===== src/rtl/eint_pkg.sv =====
package eint_pkg;
  localparam logic [2:0] A_FUNC     = 3'd0;
  localparam logic [2:0] A_TRIG     = 3'd1;
  localparam logic [2:0] A_SUBPEND  = 3'd2;
  localparam logic [2:0] A_SUBMASK  = 3'd3;
  localparam logic [2:0] A_MAINPEND = 3'd4;
  localparam logic [2:0] A_MAINMASK = 3'd5;

  localparam logic [1:0] FUNC_EINT = 2'b10;

  typedef enum logic [1:0] {
    TK_LEVEL = 2'b00,
    TK_FALL  = 2'b01,
    TK_RISE  = 2'b10,
    TK_BOTH  = 2'b11
  } trig_kind_e;

  function automatic trig_kind_e trig_kind(input logic [2:0] code);
    return trig_kind_e'(code[2:1]);
  endfunction
endpackage


===== src/rtl/eint_line.sv =====
module eint_line
  import eint_pkg::*;
(
  input  logic       clk_i,
  input  logic       rst_ni,
  input  logic       pin_i,
  input  logic       en_i,
  input  logic [2:0] mode_i,
  input  logic       clr_i,
  output logic       pend_o
);
  logic s1_q, s2_q, hist_q, sticky_q;
  logic rise, fall, evt, lvl, is_lvl, set_c;
  trig_kind_e kind;

  always_ff @(posedge clk_i or negedge rst_ni) begin
    if (!rst_ni) begin
      s1_q   <= 1'b0;
      s2_q   <= 1'b0;
      hist_q <= 1'b0;
    end else begin
      s1_q   <= pin_i;
      s2_q   <= s1_q;
      hist_q <= s2_q;
    end
  end

  always_comb begin
    kind   = trig_kind(mode_i);
    is_lvl = (kind == TK_LEVEL);
    rise   = s2_q & ~hist_q;
    fall   = ~s2_q & hist_q;
    lvl    = mode_i[0] ? s2_q : ~s2_q;
    unique case (kind)
      TK_FALL: evt = fall;
      TK_RISE: evt = rise;
      TK_BOTH: evt = rise | fall;
      default: evt = 1'b0;
    endcase
    set_c = en_i & ~is_lvl & evt;
  end

  // set wins over a same-cycle clear
  always_ff @(posedge clk_i or negedge rst_ni) begin
    if (!rst_ni)     sticky_q <= 1'b0;
    else if (set_c)  sticky_q <= 1'b1;
    else if (clr_i)  sticky_q <= 1'b0;
  end

  assign pend_o = is_lvl ? (en_i & lvl) : sticky_q;


  edge_capture_chk: assert property (@(posedge clk_i) disable iff (!rst_ni)
    (en_i && !is_lvl && evt) |=> sticky_q);

  w1c_clear_chk: assert property (@(posedge clk_i) disable iff (!rst_ni)
    (clr_i && !(en_i && !is_lvl && evt)) |=> !sticky_q);

  gate_hold_chk: assert property (@(posedge clk_i) disable iff (!rst_ni)
    (!en_i && !clr_i) |=> (sticky_q == $past(sticky_q)));
endmodule


===== src/rtl/eint_fold.sv =====
module eint_fold #(
  parameter int NUM_LINES = 8,
  parameter int GRP_LO    = 4,
  localparam int NUM_MAIN = GRP_LO + 1
) (
  input  logic                 clk_i,
  input  logic                 rst_ni,
  input  logic [NUM_LINES-1:0] sub_pend_i,
  input  logic [NUM_LINES-1:0] sub_mask_i,
  input  logic [NUM_MAIN-1:0]  main_mask_i,
  output logic [NUM_MAIN-1:0]  main_pend_o,
  output logic                 irq_o
);
  logic [NUM_LINES-1:0] live;
  assign live = sub_pend_i & ~sub_mask_i;

  for (genvar i = 0; i < GRP_LO; i++) begin : g_direct
    assign main_pend_o[i] = live[i];
  end
  assign main_pend_o[GRP_LO] = |live[NUM_LINES-1:GRP_LO];

  assign irq_o = |(main_pend_o & ~main_mask_i);


  group_quiet_chk: assert property (@(posedge clk_i) disable iff (!rst_ni)
    ((sub_pend_i[NUM_LINES-1:GRP_LO] & ~sub_mask_i[NUM_LINES-1:GRP_LO]) == '0)
      |-> !main_pend_o[GRP_LO]);

  irq_mask_chk: assert property (@(posedge clk_i) disable iff (!rst_ni)
    (&main_mask_i) |-> !irq_o);

  direct_mask_chk: assert property (@(posedge clk_i) disable iff (!rst_ni)
    ((sub_mask_i[GRP_LO-1:0] & main_pend_o[GRP_LO-1:0]) == '0));
endmodule


===== src/rtl/eint_group_ctrl.sv =====
module eint_group_ctrl
  import eint_pkg::*;
#(
  parameter int NUM_LINES = 8,
  parameter int GRP_LO    = 4,
  parameter int DW        = 32
) (
  input  logic                 clk_i,
  input  logic                 rst_ni,
  input  logic [NUM_LINES-1:0] pin_i,
  input  logic                 we_i,
  input  logic [2:0]           addr_i,
  input  logic [DW-1:0]        wdata_i,
  output logic [DW-1:0]        rdata_o,
  output logic                 irq_o
);
  localparam int NUM_MAIN = GRP_LO + 1;
  localparam int TSTRIDE  = 4;

  logic [NUM_LINES-1:0][1:0] func_q;
  logic [NUM_LINES-1:0][2:0] trig_q;
  logic [NUM_LINES-1:0]      sub_mask_q;
  logic [NUM_MAIN-1:0]       main_mask_q;
  logic [NUM_LINES-1:0]      sub_pend, clr;
  logic [NUM_MAIN-1:0]       main_pend;

  always_ff @(posedge clk_i or negedge rst_ni) begin
    if (!rst_ni) begin
      func_q      <= '0;
      trig_q      <= '0;
      sub_mask_q  <= '1;
      main_mask_q <= '1;
    end else if (we_i) begin
      unique case (addr_i)
        A_FUNC:
          for (int i = 0; i < NUM_LINES; i++) func_q[i] <= wdata_i[2*i +: 2];
        A_TRIG:
          for (int i = 0; i < NUM_LINES; i++) trig_q[i] <= wdata_i[TSTRIDE*i +: 3];
        A_SUBMASK:  sub_mask_q  <= wdata_i[NUM_LINES-1:0];
        A_MAINMASK: main_mask_q <= wdata_i[NUM_MAIN-1:0];
        default: ;
      endcase
    end
  end

  assign clr = (we_i && addr_i == A_SUBPEND) ? wdata_i[NUM_LINES-1:0] : '0;

  for (genvar i = 0; i < NUM_LINES; i++) begin : g_line
    eint_line u_line (
      .clk_i  (clk_i),
      .rst_ni (rst_ni),
      .pin_i  (pin_i[i]),
      .en_i   (func_q[i] == FUNC_EINT),
      .mode_i (trig_q[i]),
      .clr_i  (clr[i]),
      .pend_o (sub_pend[i])
    );
  end

  eint_fold #(.NUM_LINES(NUM_LINES), .GRP_LO(GRP_LO)) u_fold (
    .clk_i       (clk_i),
    .rst_ni      (rst_ni),
    .sub_pend_i  (sub_pend),
    .sub_mask_i  (sub_mask_q),
    .main_mask_i (main_mask_q),
    .main_pend_o (main_pend),
    .irq_o       (irq_o)
  );

  always_comb begin
    rdata_o = '0;
    unique case (addr_i)
      A_FUNC:
        for (int i = 0; i < NUM_LINES; i++) rdata_o[2*i +: 2] = func_q[i];
      A_TRIG:
        for (int i = 0; i < NUM_LINES; i++) rdata_o[TSTRIDE*i +: 3] = trig_q[i];
      A_SUBPEND:  rdata_o[NUM_LINES-1:0] = sub_pend;
      A_SUBMASK:  rdata_o[NUM_LINES-1:0] = sub_mask_q;
      A_MAINPEND: rdata_o[NUM_MAIN-1:0]  = main_pend;
      A_MAINMASK: rdata_o[NUM_MAIN-1:0]  = main_mask_q;
      default: ;
    endcase
  end


  mask_reset_chk: assert property (@(posedge clk_i)
    $rose(rst_ni) |-> (!irq_o && main_mask_q == '1));
endmodule


===== config.mk =====
export PLATFORM = sky130hd
export DESIGN_NAME = eint_group_ctrl
export DESIGN_NICKNAME = d
export VERILOG_FILES = /design/src/rtl/eint_pkg.sv /design/src/rtl/eint_line.sv /design/src/rtl/eint_fold.sv /design/src/rtl/eint_group_ctrl.sv
export SDC_FILE = /design/constraint.sdc
export NUM_CORES = 1
export LEC_CHECK = 0
export ABC_CLOCK_PERIOD_IN_PS = 4310
export CELL_PAD_IN_SITES_DETAIL_PLACEMENT = 0
export CELL_PAD_IN_SITES_GLOBAL_PLACEMENT = 1
export CORE_AREA = 2 2 94 96
export DETAILED_ROUTE_END_ITERATION = 7
export DIE_AREA = 0 0 96 98
export DONT_BUFFER_PORTS = 1
export PLACE_DENSITY_LB_ADDON = 0.1
export SYNTH_ARGS = -nofsm -noshare
export SYNTH_HDL_FRONTEND = slang
export SYNTH_HIERARCHICAL = 1
export SYNTH_SLANG_ARGS = --single-unit

===== constraint.sdc =====
create_clock -name clk_i -period 4.31 [get_ports clk_i]
set_clock_uncertainty 0.15 [all_clocks]
set_input_delay 0.862 -clock clk_i [delete_from_list [all_inputs] [get_ports clk_i]]
set_output_delay 0.862 -clock clk_i [all_outputs]
set_load 0.01 [all_outputs]

==> impl_metrics.toml, run 1 <==
[status]
status = "finished, final reports clean"

[clock_tree]
cts_setup_buffers = 0
clockBufferDepth = 2
numCtsBuffers = 9
clk_latency_ps = 350
cts_resized = 0
cts_sinks = 85
htree_levels = 3
clk_pin_slew_ps = 90
cts_tree = "built"
cts_hold_buf = 0
cts_root_buf = "clkbuf_8"

[route]
totalWireLength_um = 8700
post-route-drc-count = 0
firstDrtPassIters = 4
wl_per_cell_um = 17.9
postRouteAntennaNets = 0
vias = 2674
drt_iter0_markers = 81
vias_per_cell = 5.49

[final_layout]
fillerInstances = 763
final_core_util_pct = 55.2
area_delta_synth_final_pct = 5.24
layout_commonest_cell = "dfrtp_1"
multi_input_area_um2 = 2080
most-common-layout-cells = "72 x dfrtp_1, 54 x mux2_2, 35 x inv_1, 24 x mux2i_1, 22 x and2_1"
seqCellArea_um2 = 2140
nets = 437
antenna_cells = 0
stdcell_count = 487
drive_gt1_share_pct = 26.4

[global_route]
antenna_found_initial = 0
overflow = 0
grt_max_degree = 86
gr-max-usage-layer = "met2"
met2_usage_pct = 30.0
gr-usage-met3_pct = 6.25
grt_pass1_vias = 2705
met1_usage_pct = 28.7
track_usage_pct = 20.1
grt_pass1_wl_um = 14300

[power]
power_density_nw_per_um2 = 453
seq_power_share_pct = 52.0
power_frac_comb_pct = 24.3
p_sw_uw = 648
pwr-share-clk_pct = 23.7
ir_drop_mv = 0.226
internal-power_uw = 1470
swShare_pct = 30.6
leakagePower_uw = 0.00205

[worst_setup_path]
crit_fanout = 3
arrival_ps = 2360
worst-path-buf-inv = 1
crit_path_max_incr_delay_ps = 420
path_cells = "nor2b_1 -> nand3_1 -> o21ai_0 -> nor2b_1 -> a2111oi_2 -> inv_1 -> mux2i_1 -> o21a_1 -> o21ai_0"
cp-start-kind = "flop"
slowest_stage = "o21ai_0"
crit_family = "compound AO/OA/AOI/OAI gates"
worst_setup_path_end_kind = "output port"
crit_required_ps = 3300
path_class = "reg2out"

[synthesis]
avgSynthCellArea_um2 = 11.8
ys.warnings.count = 6
netlist_instances = 375
syn_area_um2 = 4440
yosysSeqAreaShare_pct = 48.2
synthDistinctLibCells = 40
ys_ff_latch = 85
async_flop_share_pct = 100
yosysTopAreaCellShare_pct = 40.6
yosysTopAreaCell = "dfrtp_1"
synth-edff-count = 0
synth_area_leaders = "dfrtp_1 41%, mux2_2 14%, dfstp_2 7.7%, mux2i_1 5.4%, ha_1 4.5%"
synthFlopType = "dfrtp_1"

[timing]
slew_headroom_pct = 40.5
hold_violations = 0
fmax_mhz = 296
slew_viol_final = 0
fin_crit_sh_pct = 78.3
tns_ps = 0
fin_crit_ps = 3380
finalSetupViolCount = 0
rsz0062_at_grt = "false"
fin_ws_ps = 934
worstMarginPinSlew_ps = 890

[floorplan]
start_util_pct = 52.5
num_rows = 34
die-area_um2 = 9410
ios = 79
die_x_um = 96
dieHeight_um = 98
core-area_um2 = 8470

[placement]
io_buffers = 0
dp_hpwl_um = 6120
dp_slack_ps = 1280
dp_cells = 472
gp_congestion = 0.773

[run]
cap_viol_max_count = 0

[min_path]
hold_class = "in2async"
==> metrics by stage <==
step,power (µW),hold slack (ps),area (µm²)
floorplan,1530,181,4450
global placement,1620,183,4500
detailed placement,1640,186,4500
CTS,2150,22.3,4680
global route,2260,7.71,4680
finish,2120,55.1,4680
==> area by class of cell <==
| type | count | area share, % |
|---|---|---|
| clock inverter | 6 | 1.04 |
| clock buffer | 9 | 2.65 |
| sequential | 85 | 45.8 |
| tap | 108 | 2.89 |
| timing repair buffer | 2 | 0.321 |
| inverter | 35 | 2.81 |
| multi-input combinational | 242 | 44.4 |
==> per-layer routing <==
layer | vias to the layer above | routed length [µm]
li1 | 1283 | -
met1 | 1322 | 4240
met2 | 63 | 3970
met3 | 6 | 430
met4 | 0 | 62
met5 | - | 0
==> flip-flops by register name, summed over array words and instances, names as in the netlist <==
| signal | cells |
|---|---|
| func_q | 16 |
| g_line.u_line/hist_q | 8 |
| g_line.u_line/s1_q | 8 |
| g_line.u_line/s2_q | 8 |
| g_line.u_line/sticky_q | 8 |
| main_mask_q | 5 |
| sub_mask_q | 8 |
| trig_q | 24 |
==> cell usage after synthesis (all sizes together) (2+ instances only) <==
library cell,instances
mux4,2
inv,35
a2111oi,2
o221ai,10
o21a,4
nand3b,2
nor3,2
nor2,18
mux2,54
nor2b,17
and2,22
dfrtp,72
buf,13
dfstp,13
nor3b,4
nand3,10
o21ai,12
mux2i,24
nand2b,3
ha,16
nand2,11
xnor2,8
nand4b,10
clkbuf,3
==> worst paths after layout <==
kind / from / to / slack (ps) / depth (start not counted)
min reg2reg: g_line[0].u_line/s1_q / g_line[0].u_line/s2_q / 200 / 0
max: func_q[12] / rdata_o[4] / 930 / 9
max in group asynchronous: rst_ni / sub_mask_q[6] / 3700 / 0
min: rst_ni / trig_q[20] / 60 / 0
min in group clk_i: g_line[0].u_line/s1_q / g_line[0].u_line/s2_q / 200 / 0
max reg2reg: g_line[1].u_line/s2_q / g_line[1].u_line/sticky_q / 2930 / 5
==> power by group through the flow <==
stage | logic, µW | clock network [µW] | registers [µW]
2_1_floorplan | 453 | 0 | 1080
3_3_place_gp | 510 | 0 | 1110
3_5_place_dp | 521 | 0 | 1120
4_1_cts | 523 | 522 | 1100
5_1_grt | 572 | 564 | 1130
6_report | 514 | 502 | 1100
==> logic make-up (layout without fill, tap and decap cells) <==
group           Yosys count  count (layout)  synth area share (%)
simple gates            101             101                  13.7
mux                      80              80                  20.1
flops                    85              85                  48.2
xor+xnor                  8               8                  1.58
compound gates           33              33                  6.59
other cells               1               4                0.0844
fa+ha+maj                16              16                  4.51
buf+inv                  51              52                  5.24
(Power assumes the default switching activity.)
==> run 2, diff against run 1 <==
- ABC_CLOCK_PERIOD_IN_PS: 4310 -> 3200
- CORE_AREA: 2 2 94 96 -> 2 2 98 100
- DIE_AREA: 0 0 96 98 -> 0 0 100 102
- clock period: 4.31 -> 3.2 ns (I/O delays scaled with it)
==> impl_metrics.toml, run 2 (same netlist as run 1, synthesis figures left out) <==
[clock_tree]
cts_sinks = 85
clk_latency_ps = 370
cts_tree = "built"
clockBufferDepth = 2
numCtsBuffers = 9
clk_pin_slew_ps = 90
cts_setup_buffers = 0
cts_root_buf = "clkbuf_8"
htree_levels = 3

[timing]
finalSetupViolCount = 0
fmax_mhz = 332
slew_viol_final = 0
hold_violations = 0
tns_ps = 0
fin_crit_ps = 3010
rsz0062_at_grt = "false"
fin_crit_sh_pct = 94.1

[power]
ir_drop_mv = 0.283
power_density_nw_per_um2 = 643
leakagePower_uw = 0.00211
p_total_uw = 3080

[floorplan]
die_x_um = 100
core-area_um2 = 9110
die-area_um2 = 10200
ios = 79
start_util_pct = 48.8
dieHeight_um = 102
num_rows = 35

[final_layout]
most-common-layout-cells = "72 x dfrtp_1, 54 x mux2_2, 35 x inv_1, 24 x mux2i_1, 22 x and2_1"
antenna_cells = 0
nets = 441
drive_gt1_share_pct = 27.3
top_regs = "trig_q (24), func_q (16)"
layout_commonest_cell = "dfrtp_1"
stdcell_area_um2 = 4790
area_delta_synth_final_pct = 7.89
largest-register = "trig_q"
largest_reg_flops = 24

[global_route]
antenna_found_initial = 0
grt_pass1_wl_um = 14600
track_usage_pct = 19.0
grt_max_degree = 86
gr-usage-met3_pct = 4.58
grt_pass1_vias = 2759
gr-max-usage-layer = "met2"
met2_usage_pct = 30.0
overflow = 0
met1_usage_pct = 26.0

[placement]
dp_hpwl_um = 6270
placed_area_um2 = 4530
io_buffers = 0
gp_congestion = 0.757

[run]
cap_viol_max_count = 0

[route]
post-route-drc-count = 0
vias_per_cell = 5.44
totalWireLength_um = 9160
postRouteAntennaNets = 0
firstDrtPassIters = 5
drt_iter0_markers = 81
vias = 2693
wl_per_cell_um = 18.5

[worst_setup_path]
arrival_ps = 2220
crit_path_start = "func_q[13]"
crit_required_ps = 2410
path_class = "reg2out"
worst_setup_path_end_kind = "output port"
crit_fanout = 3
r2r-start = "g_line[1].u_line/s2_q"
cp-start-kind = "flop"

[min_path]
hold_class = "in2async"

[status]
status = "finished, final reports clean"
==> run 2: cell types whose count changed in the layout (fill, tap and decap cells not counted), sizes merged <==
cell	before	now
clkbuf	9	10
inv	37	38
clkinv	1	0
clkinvlp	3	1
bufinv	0	2
buf	2	6
==> run 2: per-stage QoR <==
stage	hold slack (ps)	instances	setup WS, ps	utilization (%)
floorplan	181	378	835	-
global placement	182	478	511	49.7
detailed placement	185	478	490	49.7
CTS	35.6	495	64.4	52.5
global route	60.7	495	14.0	52.6
finish	43.3	495	188	52.6
==> run 2: cell type report <==
| cell class | instances | area (µm²) |
|---|---|---|
| Timing Repair Buffer | 6 | 65.1 |
| Tap cell | 111 | 139 |
| Clock inverter | 6 | 93.8 |
| Fill cell | 836 | 4320 |
| Sequential cell | 85 | 2140 |
| Multi-Input combinational cell | 242 | 2090 |
| Clock buffer | 10 | 128 |
| Inverter | 35 | 131 |
==> run 2: path summary, 6_finish.rpt <==
| check | end | slack (ps) | cells past startpoint |
|---|---|---|---|
| setup / recovery | rdata_o[4] | 190 | 10 |
| hold / removal | g_line[7].u_line/s1_q | 40 | 1 |
| setup reg to reg | g_line[1].u_line/sticky_q | 1850 | 5 |
| hold reg to reg | g_line[7].u_line/s2_q | 200 | 0 |
| max in group asynchronous | main_mask_q[3] | 2520 | 1 |
| min in group clk_i | g_line[3].u_line/s1_q | 140 | 0 |
==> run 2: what timing repair did <==
action / in CTS / in global routing
hold endpoints to repair: 85 / 0
endpoints found under the setup margin: 0 / 1
resized for setup: 0 / 2
hold buffers: 1 / 0
==> run 2: critical path, stage by stage, from the launching register on <==
cell and delay, ps:
dfrtp_1 400, nor2b_2 200, nand3_1 70, o21ai_0 110, nor2b_1 180, a2111oi_4 360
inv_1 70, mux2i_1 130, o21a_1 110, o21ai_0 60, buf_4 150
==> run 2: layer usage <==
| layer | up-vias | part of all wire, % |
|---|---|---|
| li1 | 1298 | - |
| met3 | 10 | 5.3 |
| met2 | 61 | 46 |
| met1 | 1324 | 47 |
| met5 | - | 0 |
| met4 | 0 | 1.2 |
==> run 2: power breakdown <==
part | internal (µW) | switching (µW) | total [µW]
Combinational | 397 | 340 | 737
Clock | 448 | 412 | 861
Sequential | 1310 | 171 | 1480
Total | 2160 | 924 | 3080
